$ cat src/rtl/gpio_hub_pkg.sv
package gpio_hub_pkg;

  localparam int unsigned WORD_W  = 32;
  localparam int unsigned REG_CNT = 12;

  // Word index of each register; the index is the byte offset divided by 4.
  typedef enum logic [3:0] {
    SEL_ALT    = 4'd0,
    SEL_DIR    = 4'd1,
    SEL_DRVEN  = 4'd2,
    SEL_DRVVAL = 4'd3,
    SEL_PINS   = 4'd4,
    SEL_MASK   = 4'd5,
    SEL_IEN    = 4'd6,
    SEL_IDIS   = 4'd7,
    SEL_STAT   = 4'd8,
    SEL_KIND   = 4'd9,
    SEL_POL    = 4'd10,
    SEL_BOTH   = 4'd11,
    SEL_NONE   = 4'd15
  } regSel_e;

  typedef struct packed {
    logic    wrAlt;
    logic    wrDir;
    logic    wrDrvEn;
    logic    wrDrvVal;
    logic    wrIrqEn;
    logic    wrIrqDis;
    logic    wrKind;
    logic    wrPol;
    logic    wrBoth;
    logic    rdStb;
    logic    clrStat;
    regSel_e rdSel;
  } hubStrobe_t;

endpackage

$ cat src/rtl/gpio_hub_ctrl.sv
module gpio_hub_ctrl
  import gpio_hub_pkg::*;
#(
  parameter int unsigned ADDR_W = 6
) (
  input  logic [ADDR_W-1:0] busAddr,
  input  logic              busWe,
  input  logic              busRe,
  output hubStrobe_t        stb
);

  localparam int unsigned IDX_W = ADDR_W - 2;

  logic [IDX_W-1:0] wordIdx;
  logic             aligned;
  logic             mapped;
  regSel_e          sel;

  assign wordIdx = busAddr[ADDR_W-1:2];
  assign aligned = (busAddr[1:0] == 2'b00);
  assign mapped  = aligned && (wordIdx < IDX_W'(REG_CNT));
  assign sel     = mapped ? regSel_e'(wordIdx[3:0]) : SEL_NONE;

  always_comb begin
    stb          = '0;
    stb.rdSel    = sel;
    stb.rdStb    = busRe;
    stb.clrStat  = busRe && (sel == SEL_STAT);
    if (busWe) begin
      unique case (sel)
        SEL_ALT:    stb.wrAlt    = 1'b1;
        SEL_DIR:    stb.wrDir    = 1'b1;
        SEL_DRVEN:  stb.wrDrvEn  = 1'b1;
        SEL_DRVVAL: stb.wrDrvVal = 1'b1;
        SEL_IEN:    stb.wrIrqEn  = 1'b1;
        SEL_IDIS:   stb.wrIrqDis = 1'b1;
        SEL_KIND:   stb.wrKind   = 1'b1;
        SEL_POL:    stb.wrPol    = 1'b1;
        SEL_BOTH:   stb.wrBoth   = 1'b1;
        default:    ;
      endcase
    end
  end

endmodule

$ cat src/rtl/gpio_hub_dp.sv
module gpio_hub_dp
  import gpio_hub_pkg::*;
#(
  parameter int unsigned PIN_COUNT = 32
) (
  input  logic                 clk,
  input  logic                 rstN,
  input  hubStrobe_t           stb,
  input  logic [PIN_COUNT-1:0] wrBits,
  output logic [WORD_W-1:0]    busRdata,
  input  logic [PIN_COUNT-1:0] padIn,
  output logic [PIN_COUNT-1:0] padOut,
  output logic [PIN_COUNT-1:0] padOe,
  input  logic [PIN_COUNT-1:0] altOut,
  input  logic [PIN_COUNT-1:0] altOe,
  output logic                 irqOut,
  output logic [PIN_COUNT-1:0] statusQ,
  output logic [PIN_COUNT-1:0] maskQ,
  output logic [PIN_COUNT-1:0] dirQ,
  output logic [PIN_COUNT-1:0] altSelQ
);

  localparam logic [PIN_COUNT-1:0] ALL_ONES = {PIN_COUNT{1'b1}};

  logic [PIN_COUNT-1:0] drvEnQ, drvValQ, kindQ, polQ, bothQ;
  logic [PIN_COUNT-1:0] syncA, syncQ, prevQ;
  logic [PIN_COUNT-1:0] lvlEv, edgeEv;
  logic [WORD_W-1:0]    rdWord;

  // configuration registers
  always_ff @(posedge clk or negedge rstN) begin
    if (!rstN) begin
      altSelQ <= '0;
      dirQ    <= ALL_ONES;
      drvEnQ  <= '0;
      drvValQ <= '0;
      kindQ   <= '0;
      polQ    <= '0;
      bothQ   <= '0;
    end else begin
      if (stb.wrAlt)    altSelQ <= wrBits;
      if (stb.wrDir)    dirQ    <= wrBits;
      if (stb.wrDrvEn)  drvEnQ  <= wrBits;
      if (stb.wrDrvVal) drvValQ <= wrBits;
      if (stb.wrKind)   kindQ   <= wrBits;
      if (stb.wrPol)    polQ    <= wrBits;
      if (stb.wrBoth)   bothQ   <= wrBits;
    end
  end

  // mask: changed only by write-one set/clear strobes
  always_ff @(posedge clk or negedge rstN) begin
    if (!rstN) begin
      maskQ <= ALL_ONES;
    end else if (stb.wrIrqEn) begin
      maskQ <= maskQ & ~wrBits;
    end else if (stb.wrIrqDis) begin
      maskQ <= maskQ | wrBits;
    end
  end

  // two-flop synchroniser plus a history flop for edges
  always_ff @(posedge clk or negedge rstN) begin
    if (!rstN) begin
      syncA <= '0;
      syncQ <= '0;
      prevQ <= '0;
    end else begin
      syncA <= padIn;
      syncQ <= syncA;
      prevQ <= syncQ;
    end
  end

  // per-pin event detection
  for (genvar p = 0; p < PIN_COUNT; p++) begin : g_pin
    logic riseP, fallP;
    assign riseP     = syncQ[p] & ~prevQ[p];
    assign fallP     = ~syncQ[p] & prevQ[p];
    assign lvlEv[p]  = kindQ[p] & (syncQ[p] == polQ[p]);
    assign edgeEv[p] = ~kindQ[p] &
                       (bothQ[p] ? (riseP | fallP) : (polQ[p] ? riseP : fallP));
  end

  // status: read clears; edges in the clearing cycle are kept,
  // levels come back on the next cycle
  always_ff @(posedge clk or negedge rstN) begin
    if (!rstN) begin
      statusQ <= '0;
    end else if (stb.clrStat) begin
      statusQ <= edgeEv;
    end else begin
      statusQ <= statusQ | lvlEv | edgeEv;
    end
  end

  assign irqOut = |(statusQ & ~maskQ);

  // pad steering
  assign padOut = (altSelQ & altOut) | (~altSelQ & drvValQ);
  assign padOe  = (altSelQ & altOe)  | (~altSelQ & ~dirQ & drvEnQ);

  // read-back
  always_comb begin
    unique case (stb.rdSel)
      SEL_ALT:    rdWord = WORD_W'(altSelQ);
      SEL_DIR:    rdWord = WORD_W'(dirQ);
      SEL_DRVEN:  rdWord = WORD_W'(drvEnQ);
      SEL_DRVVAL: rdWord = WORD_W'(drvValQ);
      SEL_PINS:   rdWord = WORD_W'(syncQ);
      SEL_MASK:   rdWord = WORD_W'(maskQ);
      SEL_STAT:   rdWord = WORD_W'(statusQ);
      SEL_KIND:   rdWord = WORD_W'(kindQ);
      SEL_POL:    rdWord = WORD_W'(polQ);
      SEL_BOTH:   rdWord = WORD_W'(bothQ);
      default:    rdWord = '0;
    endcase
  end

  always_ff @(posedge clk or negedge rstN) begin
    if (!rstN) begin
      busRdata <= '0;
    end else if (stb.rdStb) begin
      busRdata <= rdWord;
    end
  end

endmodule

$ cat src/rtl/gpio_hub.sv
module gpio_hub
  import gpio_hub_pkg::*;
#(
  parameter int unsigned PIN_COUNT = 32,
  parameter int unsigned ADDR_W    = 6
) (
  input  logic                 clk,
  input  logic                 rstN,
  input  logic [ADDR_W-1:0]    busAddr,
  input  logic                 busWe,
  input  logic [31:0]          busWdata,
  input  logic                 busRe,
  output logic [31:0]          busRdata,
  input  logic [PIN_COUNT-1:0] padIn,
  output logic [PIN_COUNT-1:0] padOut,
  output logic [PIN_COUNT-1:0] padOe,
  input  logic [PIN_COUNT-1:0] altOut,
  input  logic [PIN_COUNT-1:0] altOe,
  output logic                 irqOut
);

  hubStrobe_t           stb;
  logic [PIN_COUNT-1:0] statusQ, maskQ, dirQ, altSelQ;

  gpio_hub_ctrl #(.ADDR_W(ADDR_W)) ctrl_i (
    .busAddr (busAddr),
    .busWe   (busWe),
    .busRe   (busRe),
    .stb     (stb)
  );

  gpio_hub_dp #(.PIN_COUNT(PIN_COUNT)) dp_i (
    .clk      (clk),
    .rstN     (rstN),
    .stb      (stb),
    .wrBits   (busWdata[PIN_COUNT-1:0]),
    .busRdata (busRdata),
    .padIn    (padIn),
    .padOut   (padOut),
    .padOe    (padOe),
    .altOut   (altOut),
    .altOe    (altOe),
    .irqOut   (irqOut),
    .statusQ  (statusQ),
    .maskQ    (maskQ),
    .dirQ     (dirQ),
    .altSelQ  (altSelQ)
  );

endmodule

$ cat config.mk
export PLATFORM = sky130hd
export DESIGN_NAME = gpio_hub
export DESIGN_NICKNAME = d
export VERILOG_FILES = /design/src/rtl/gpio_hub_pkg.sv /design/src/rtl/gpio_hub_ctrl.sv /design/src/rtl/gpio_hub_dp.sv /design/src/rtl/gpio_hub.sv
export SDC_FILE = /design/constraint.sdc
export NUM_CORES = 1
export LEC_CHECK = 0
export ABC_CLOCK_PERIOD_IN_PS = 2000
export BUFFER_PORTS_ARGS = -buffer_cell sky130_fd_sc_hd__buf_4
export CAP_MARGIN = 20
export CELL_PAD_IN_SITES_DETAIL_PLACEMENT = 1
export CELL_PAD_IN_SITES_GLOBAL_PLACEMENT = 1
export CORE_AREA = 2 2 225 227
export CTS_BUF_LIST = sky130_fd_sc_hd__clkbuf_2
export DETAILED_ROUTE_END_ITERATION = 8
export DIE_AREA = 0 0 227 229
export GPL_ROUTABILITY_DRIVEN = 0
export PLACE_DENSITY_LB_ADDON = 0.1
export SLEW_MARGIN = 20
export SYNTH_ARGS = -nofsm -noshare
export SYNTH_HDL_FRONTEND = slang
export SYNTH_SLANG_ARGS = --single-unit
export TNS_END_PERCENT = 5
$ cat constraint.sdc
create_clock -name clk -period 2 [get_ports clk]
set_input_delay 0.4 -clock clk [delete_from_list [all_inputs] [get_ports clk]]
set_output_delay 0.4 -clock clk [all_outputs]
set_load 0.02 [all_outputs]
==> summary.txt, run 1 <==
Logic synthesis
  • Main combinational cell family by area after synthesis: multiplexers
  • Most used DFF post-synth: dfrtp_1
  • EDFF count, synth: 0
  • Yosys reg bits: 416
  • Post-synthesis simple-gate area fraction: 0.04917
  • Asr flop ratio synth: 1.000
  • Cells after Synth: 1624
  • Register area share after synthesis: 0.5205
  • Synth top area cells: dfrtp_1 44%, mux2_2 14%, dfstp_2 8.3%
  • Post-synthesis xor/xnor area fraction: 0.01391
  • Mux contribution to synthesized area: 0.2167
  • Synth Area in Adders: 0.03973
  • Synthesized cell area: 20150 um^2
  • Yosys top cell area share: 0.4371
  • Net Count, Synth: 1826
  • Largest area contributor in the netlist: dfrtp_1
  • Mean Syn Cell Area: 12.41 um^2
  • Distinct cells, synth: 61
  • Compound-Gate Fraction of Synth Area: 0.1150
  • Ys Warns: 0

Timing
  • Relative slew margins: 0.6018
  • Hold WS: 48.47 ps
  • Final worst path period need: 3119 ps
  • RSZ-0062 raised after global routing: yes
  • Count of pins over their slew limit: 0
  • Worst Tran Pin Value: 596.6 ps
  • Setup TNS: -32160 ps
  • Final Skew: 103.6 ps
  • Final setup violation count: 104
  • Fin worst setup slack: -1119 ps
  • Fmax achieved: 320.6 MHz
  • Tcrit/Tclk final: 1.560
  • Hold Fails Final Rpt: 0

Global routing
  • First-pass GRT wire length: 108600 um
  • Gr ovfl total: 0
  • Pin count of the biggest net entering global routing: 89
  • Vias in the first global route: 17526
  • Global router's overall resource usage: 0.2797
  • Antenna violations before repair: 3

Pwr
  • Overall Power: 21.31 mW
  • Pwr Density: 776.0 nW/um^2
  • Peak supply drop: 0.4554 mV
  • P_int: 14.55 mW
  • Switching share of total power: 0.3169
  • Sequential Power Share: 0.490
  • Logic pwr share: 0.207
  • Sw Pwr: 6.751 mW
  • Lkg Pwr: 13.07 nW
  • Clock share of power: 0.303

Die
  • Ports: 235
  • Rows: 82
  • Initial core utilization: 0.4058
  • Die width: 227 um
  • Die area: 51980 um^2
  • Core area: 49660 um^2
  • Die Y: 229 um

CTS
  • CTS root buf: clkbuf_2
  • Deepest clock path buffer count: 3
  • Total CTS buffers: 114
  • CTS Sinks: 416
  • CTS H-Tree Depth: 3
  • CTS tree: done
  • Clk slew on worst S/H paths: 100 ps
  • Worst-Skew Late Latency: 1170 ps

Placement
  • Post-place setup slack: -287.8 ps
  • Dpl hpwl: 46910 um
  • Number of port buffers: 234

Finish
  • Final Core Density: 0.5529
  • P&R area growth vs syn: 36.23%
  • NumNets Final: 2382
  • Layout cell share with drive strength beyond 1: 0.4524

Min path
  • Worst Hold Class: in -> reg
  • Worst hold stages: 6

Worst setup path
  • Worst Path Required: 1600 ps
  • R2R Setup Slk: 140 ps
  • CP Launch Type: flop
  • Worst Setup End Kind: output pin
  • Critical Path AT: 2720 ps
  • Worst-path fanout max: 2
  • Reg2reg path depth: 6
  • Critical path type: reg -> out

Routing
  • WL final: 71990 um
  • Vias/cell: 5.418
  • Violation count after the first detailed-routing iteration: 909
  • DR vias: 16038
  • Per-cell routed wire length: 24.32 um
  • Remaining antenna violation count: 0
  • Pre-antenna DRT Iters: 6
  • Drt drc: 0

Run
  • Number of max-cap violations: 0

Outcome
  • Status: finished with violations
  • Violated checks: setup timing
-- final cells by class --
class	instances	area, um^2
multi-input combinational	992	9218
inverter	103	386.6
clock inverter	42	225.2
fill	5209	22200
antenna	9	22.52
clock buffer	173	865.8
tap	672	840.8
timing repair buffer	553	5364
sequential	416	10530
-- synthesized netlist by cell type (11+ instances only) --
master    number
dfstp_2       64
nand2_1       74
mux4_2        25
a31oi_1       44
clkbuf_1      68
xnor2_1       32
and3_1        11
a22oi_1       35
nand2b_1      35
o22ai_1       48
ha_1          64
o21ai_0       74
a22o_1        15
buf_2         29
a21oi_1       67
mux2_1        13
nand3_1       19
dfrtp_1      352
nor2b_1       15
inv_1        103
mux2_4        30
mux2_2       251
mux2i_1       38
-- power groups by stage --
stage,Sequential (mW),Clock [mW],Combinational (mW)
floorplan,10.1,0,2.16
global placement,10.5,0,3.41
detailed placement,10.5,0,3.52
CTS,10.4,6.63,4.25
global route,10.6,7.11,4.75
finish,10.4,6.45,4.41
-- metrics by stage --
step / instances / instance area (um^2)
finish: 2960 / 27450
floorplan: 1624 / 20180
global route: 2955 / 27440
CTS: 2943 / 27120
detailed placement: 2540 / 23630
global placement: 2540 / 23630
-- placed cells by master (no fill, tap or decap), drive strengths merged, types with 5 or more instances in the layout --
master / Yosys / routed
mux2i: 38 / 38
nor4: 5 / 5
a22o: 15 / 15
a21oi: 67 / 67
a222oi: 7 / 7
ha: 64 / 64
o221ai: 9 / 9
nor2: 12 / 12
clkbuf: 68 / 173
a2bb2oi: 7 / 7
nor2b: 15 / 15
a31oi: 44 / 44
nand3: 19 / 19
inv: 103 / 105
dfrtp: 352 / 352
and3: 11 / 11
buf: 45 / 374
mux2: 294 / 294
diode: 0 / 9
nand2: 76 / 76
a32oi: 6 / 6
dfstp: 64 / 64
o21ai: 74 / 74
clkinv: 0 / 37
o22ai: 48 / 48
dlygate4sd3: 0 / 174
dlymetal6s4s: 0 / 5
xnor2: 32 / 32
mux4: 25 / 25
nand2b: 35 / 35
a22oi: 35 / 35
-- layer usage --
metal	GRT usage	routed length, um
met1	0.3725	30560
met2	0.4663	36100
met3	0.05029	3596
met4	0.08068	1733
met5	0	0
-- worst max-delay path, cell delays in order, from the launching register on --
cell and delay, ps:
dfstp_2 550, o22ai_1 100, nor4_2 320, buf_4 190
nand4_1 220, buf_6 210
-- repair_timing --
| item | 4_1_cts | 5_1_grt |
|---|---|---|
| setup buffers | 8 | 7 |
| gates cloned | 0 | 0 |
| pin swaps | 3 | 1 |
| hold endpoints to repair | 734 | 1 |
| hold buffers | 180 | 1 |
| setup endpoints to repair | 97 | 151 |
| resized for setup | 153 | 81 |
-- cells by family after synthesis --
group / count (synthesis)
AO/OA/AOI/OAI: 354
XOR/XNOR: 32
adder cells (fa/ha/maj): 64
buffers and inverters: 216
flip-flops: 416
multiplexers: 357
AND/OR/NAND/NOR: 185
-- path summary, 6_finish.rpt --
path	start	end
max	flop	irqOut
min	busAddr[4]	dp_i.busRdata[30]
max reg2reg	dp_i.altSelQ[4]	dp_i.busRdata[4]
min reg2reg	dp_i.syncA[27]	dp_i.syncQ[27]
max in group asynchronous	rstN	dp_i.altSelQ[31]
min in group asynchronous	rstN	dp_i.statusQ[20]
(Power assumes the default switching activity.)
==> run 2: changes to the inputs <==
--- a/config.mk
+++ b/config.mk
@@ -5,15 +5,16 @@
 export SDC_FILE = /design/constraint.sdc
 export NUM_CORES = 1
 export LEC_CHECK = 0
+export ABC_AREA = 1
 export ABC_CLOCK_PERIOD_IN_PS = 2000
 export BUFFER_PORTS_ARGS = -buffer_cell sky130_fd_sc_hd__buf_4
 export CAP_MARGIN = 20
 export CELL_PAD_IN_SITES_DETAIL_PLACEMENT = 1
 export CELL_PAD_IN_SITES_GLOBAL_PLACEMENT = 1
-export CORE_AREA = 2 2 225 227
+export CORE_AREA = 2 2 227 229
 export CTS_BUF_LIST = sky130_fd_sc_hd__clkbuf_2
 export DETAILED_ROUTE_END_ITERATION = 8
-export DIE_AREA = 0 0 227 229
+export DIE_AREA = 0 0 229 231
 export GPL_ROUTABILITY_DRIVEN = 0
 export PLACE_DENSITY_LB_ADDON = 0.1
 export SLEW_MARGIN = 20
==> summary.txt, run 2 <==
CTS
  • Total CTS buffers: 112 (-1.8%)
  • Worst-Skew Late Latency: 1180 ps (about the same)
  • Deepest clock path buffer count: 3 (unchanged)
  • CTS H-Tree Depth: 3 (unchanged)
  • CTS Sinks: 416 (unchanged)
  • Clk slew on worst S/H paths: 110 ps (about the same)
  • CTS root buf: clkbuf_2
  • CTS tree: done

Timing
  • Count of pins over their slew limit: 0 (unchanged)
  • Hold WS: 133.0 ps (+84.54 ps)
  • RSZ-0062 raised after global routing: yes
  • Setup TNS: -28130 ps (+4036 ps)
  • Hold Fails Final Rpt: 0 (unchanged)
  • Final worst path period need: 3010 ps (-109.6 ps)
  • Worst Tran Pin Value: 668.8 ps (+72.22 ps)
  • Tcrit/Tclk final: 1.505 (-0.05480)
  • Fmax achieved: 332.2 MHz (+3.6%)
  • Final setup violation count: 97 (-6.7%)
  • Fin worst setup slack: -1010 ps (+109.6 ps)
  • Relative slew margins: 0.5541 (-0.04771)
  • Final Skew: 64.39 ps (-39.24 ps)

Logic synthesis
  • Synthesized cell area: 20410 um^2 (+1.3%)
  • Register area share after synthesis: 0.5140 (-0.006510)
  • Net Count, Synth: 2707 (+48%)
  • Yosys top cell area share: 0.4316 (-0.005466)
  • Yosys reg bits: 416 (unchanged)
  • Mean Syn Cell Area: 8.147 um^2 (-34%)
  • Most frequent cell after synthesis: nand2_1
  • Synth top area cells: dfrtp_1 43%, nand2_1 12%, dfstp_2 8.2%
  • Cells after Synth: 2505 (+54%)
  • Asr flop ratio synth: 1.000 (unchanged)
  • Ys Warns: 0 (unchanged)
  • Largest area contributor in the netlist: dfrtp_1
  • Most used DFF post-synth: dfrtp_1
  • Distinct cells, synth: 31 (-49%)
  • Synth top cells by count: 661 x nand2_1, 352 x dfrtp_1, 259 x nand3_1, 244 x inv_1, 234 x o21ai_0
  • EDFF count, synth: 0 (unchanged)

Routing
  • WL final: 72970 um (+1.4%)
  • Per-cell routed wire length: 19.58 um (-19%)
  • DR vias: 19465 (+21%)
  • Remaining antenna violation count: 0 (unchanged)
  • Vias/cell: 5.224 (-3.6%)
  • Drt drc: 0 (unchanged)
  • Violation count after the first detailed-routing iteration: 1190 (+31%)
  • Pre-antenna DRT Iters: 5 (-1)

Outcome
  • Status: finished with violations
  • Violated checks: setup timing

Pwr
  • Clock share of power: 0.324 (+0.021)
  • Sequential Power Share: 0.509 (+0.019)
  • Sw Pwr: 6.367 mW (-5.7%)
  • P_int: 13.19 mW (-9.4%)
  • Peak supply drop: 0.3947 mV (-13%)
  • Switching share of total power: 0.3255 (+0.008636)
  • Lkg Pwr: 13.34 nW (+2.1%)
  • Pwr Density: 736.5 nW/um^2 (-5.1%)
  • Logic pwr share: 0.167 (-0.040)

Min path
  • Worst Hold Class: in -> reg

Worst setup path
  • CP Launch Type: flop
  • Critical path type: reg -> out
  • Worst Setup End Kind: output pin
  • Worst Path Required: 1600 ps (about the same)
  • Worst-path fanout max: 3 (+1)
  • Critical Path AT: 2610 ps (-110 ps)

Finish
  • Most common cell after layout, fill and taps aside: nand2_1
  • Layout cell share with drive strength beyond 1: 0.2306 (-0.2218)
  • Final Core Density: 0.5241 (-0.02879)
  • Most frequent cells in the layout: 649 x nand2_1, 331 x dfrtp_1, 256 x nand3_1
  • P&R area growth vs syn: 30.14%
  • NumNets Final: 3147 (+32%)
  • Filler cell count: 6168 (+18%)

Placement
  • Number of port buffers: 234 (unchanged)
  • Dpl hpwl: 46710 um (-0.43%)

Run
  • Number of max-cap violations: 0 (unchanged)

Global routing
  • First-pass GRT wire length: 116000 um (+6.8%)
  • Pin count of the biggest net entering global routing: 59 (-34%)
  • Antenna violations before repair: 3 (unchanged)
  • Vias in the first global route: 20848 (+19%)
  • Global router's overall resource usage: 0.2788 (-0.0008763)
  • Gr ovfl total: 0 (unchanged)

Die
  • Initial core utilization: 0.4027 (-0.003140)
  • Die area: 52900 um^2 (+1.8%)
  • Rows: 83 (+1.2%)
  • Core area: 50680 um^2 (+2.1%)
  • Die Y: 231 um (+0.87%)
  • Ports: 235 (unchanged)
  • Die width: 229 um (+0.88%)
[run 2: final timing paths]
kind                                 from               end  slack (ps)  depth (start not counted)
setup / recovery                     flop            irqOut       -1010                          6
hold / removal               busWdata[29]  dp_i.altSelQ[29]         130                          4
setup reg to reg           dp_i.syncQ[30]  dp_i.statusQ[30]         560                          5
hold reg to reg            dp_i.syncA[16]    dp_i.syncQ[16]         340                          0
max in group asynchronous            rstN         async pin         990                          4
min in group asynchronous            rstN     dp_i.syncQ[4]         520                          4
[run 2: layout make-up]
cell class	count	area, um^2	share of cell area
Timing Repair Buffer	447	4548	0.1712
Inverter	247	930.9	0.03505
Clock buffer	176	880.8	0.03317
Sequential cell	416	10520	0.3960
Tap cell	680	850.8	0.03203
Multi-Input combinational cell	1721	8652	0.3258
Antenna cell	6	15.01	0.0005653
Clock inverter	33	165.2	0.006218
[run 2: metal layers]
layer / global-route usage / up-vias / part of all wire
li1: - / 9124 / -
met4: 0.08888 / 2 / 0.023
met1: 0.3608 / 9787 / 0.44
met5: 0 / - / 0.00015
met2: 0.4775 / 426 / 0.50
met3: 0.04595 / 126 / 0.039
[run 2: timing repair]
action | in CTS | in global routing
endpoints found under the hold margin | 768 | 0
resized for setup | 116 | 54
pin swaps | 3 | 10
setup endpoints to repair | 97 | 283
buffers inserted | 6 | 6
hold buffers | 108 | 0
[run 2: worst max-delay path, stage by stage, from the launching register on]
cell,delay (ps)
dfstp_2,560
o22ai_1,120
a21oi_1,230
nand3_2,180
nor2_4,140
nand4_1,130
buf_6,160
[run 2: power by group through the flow]
stage	Clock (mW)	Combinational (mW)	Sequential, mW
CTS	6.54	3.22	9.93
global route	7.00	3.62	10.1
finish	6.34	3.27	9.95
detailed placement	0	2.81	10.1
floorplan	0	1.48	9.87
global placement	0	2.70	10.0
[run 2: through the flow]
| step | total power, mW | setup WS (ps) | instance area, um^2 | instances |
|---|---|---|---|---|
| after floorplan | 11.34 | 307.0 | 20410 | 2505 |
| after global placement | 12.75 | -107.7 | 23800 | 3391 |
| after detailed placement | 12.89 | -190.9 | 23800 | 3391 |
| after CTS | 19.69 | -1190 | 26400 | 3714 |
| after global routing | 20.68 | -1231 | 26560 | 3726 |
| final | 19.56 | -1010 | 26560 | 3726 |
[run 2: cells by family after synthesis]
logic type / after synthesis / share of synthesized area
AND/OR/NAND/NOR: 1160 / 0.2393
flip-flops: 416 / 0.5140
buffers and inverters: 368 / 0.07118
multiplexers: 16 / 0.008828
AO/OA/AOI/OAI: 475 / 0.1248
XOR/XNOR: 6 / 0.002575
adder cells (fa/ha/maj): 64 / 0.03924
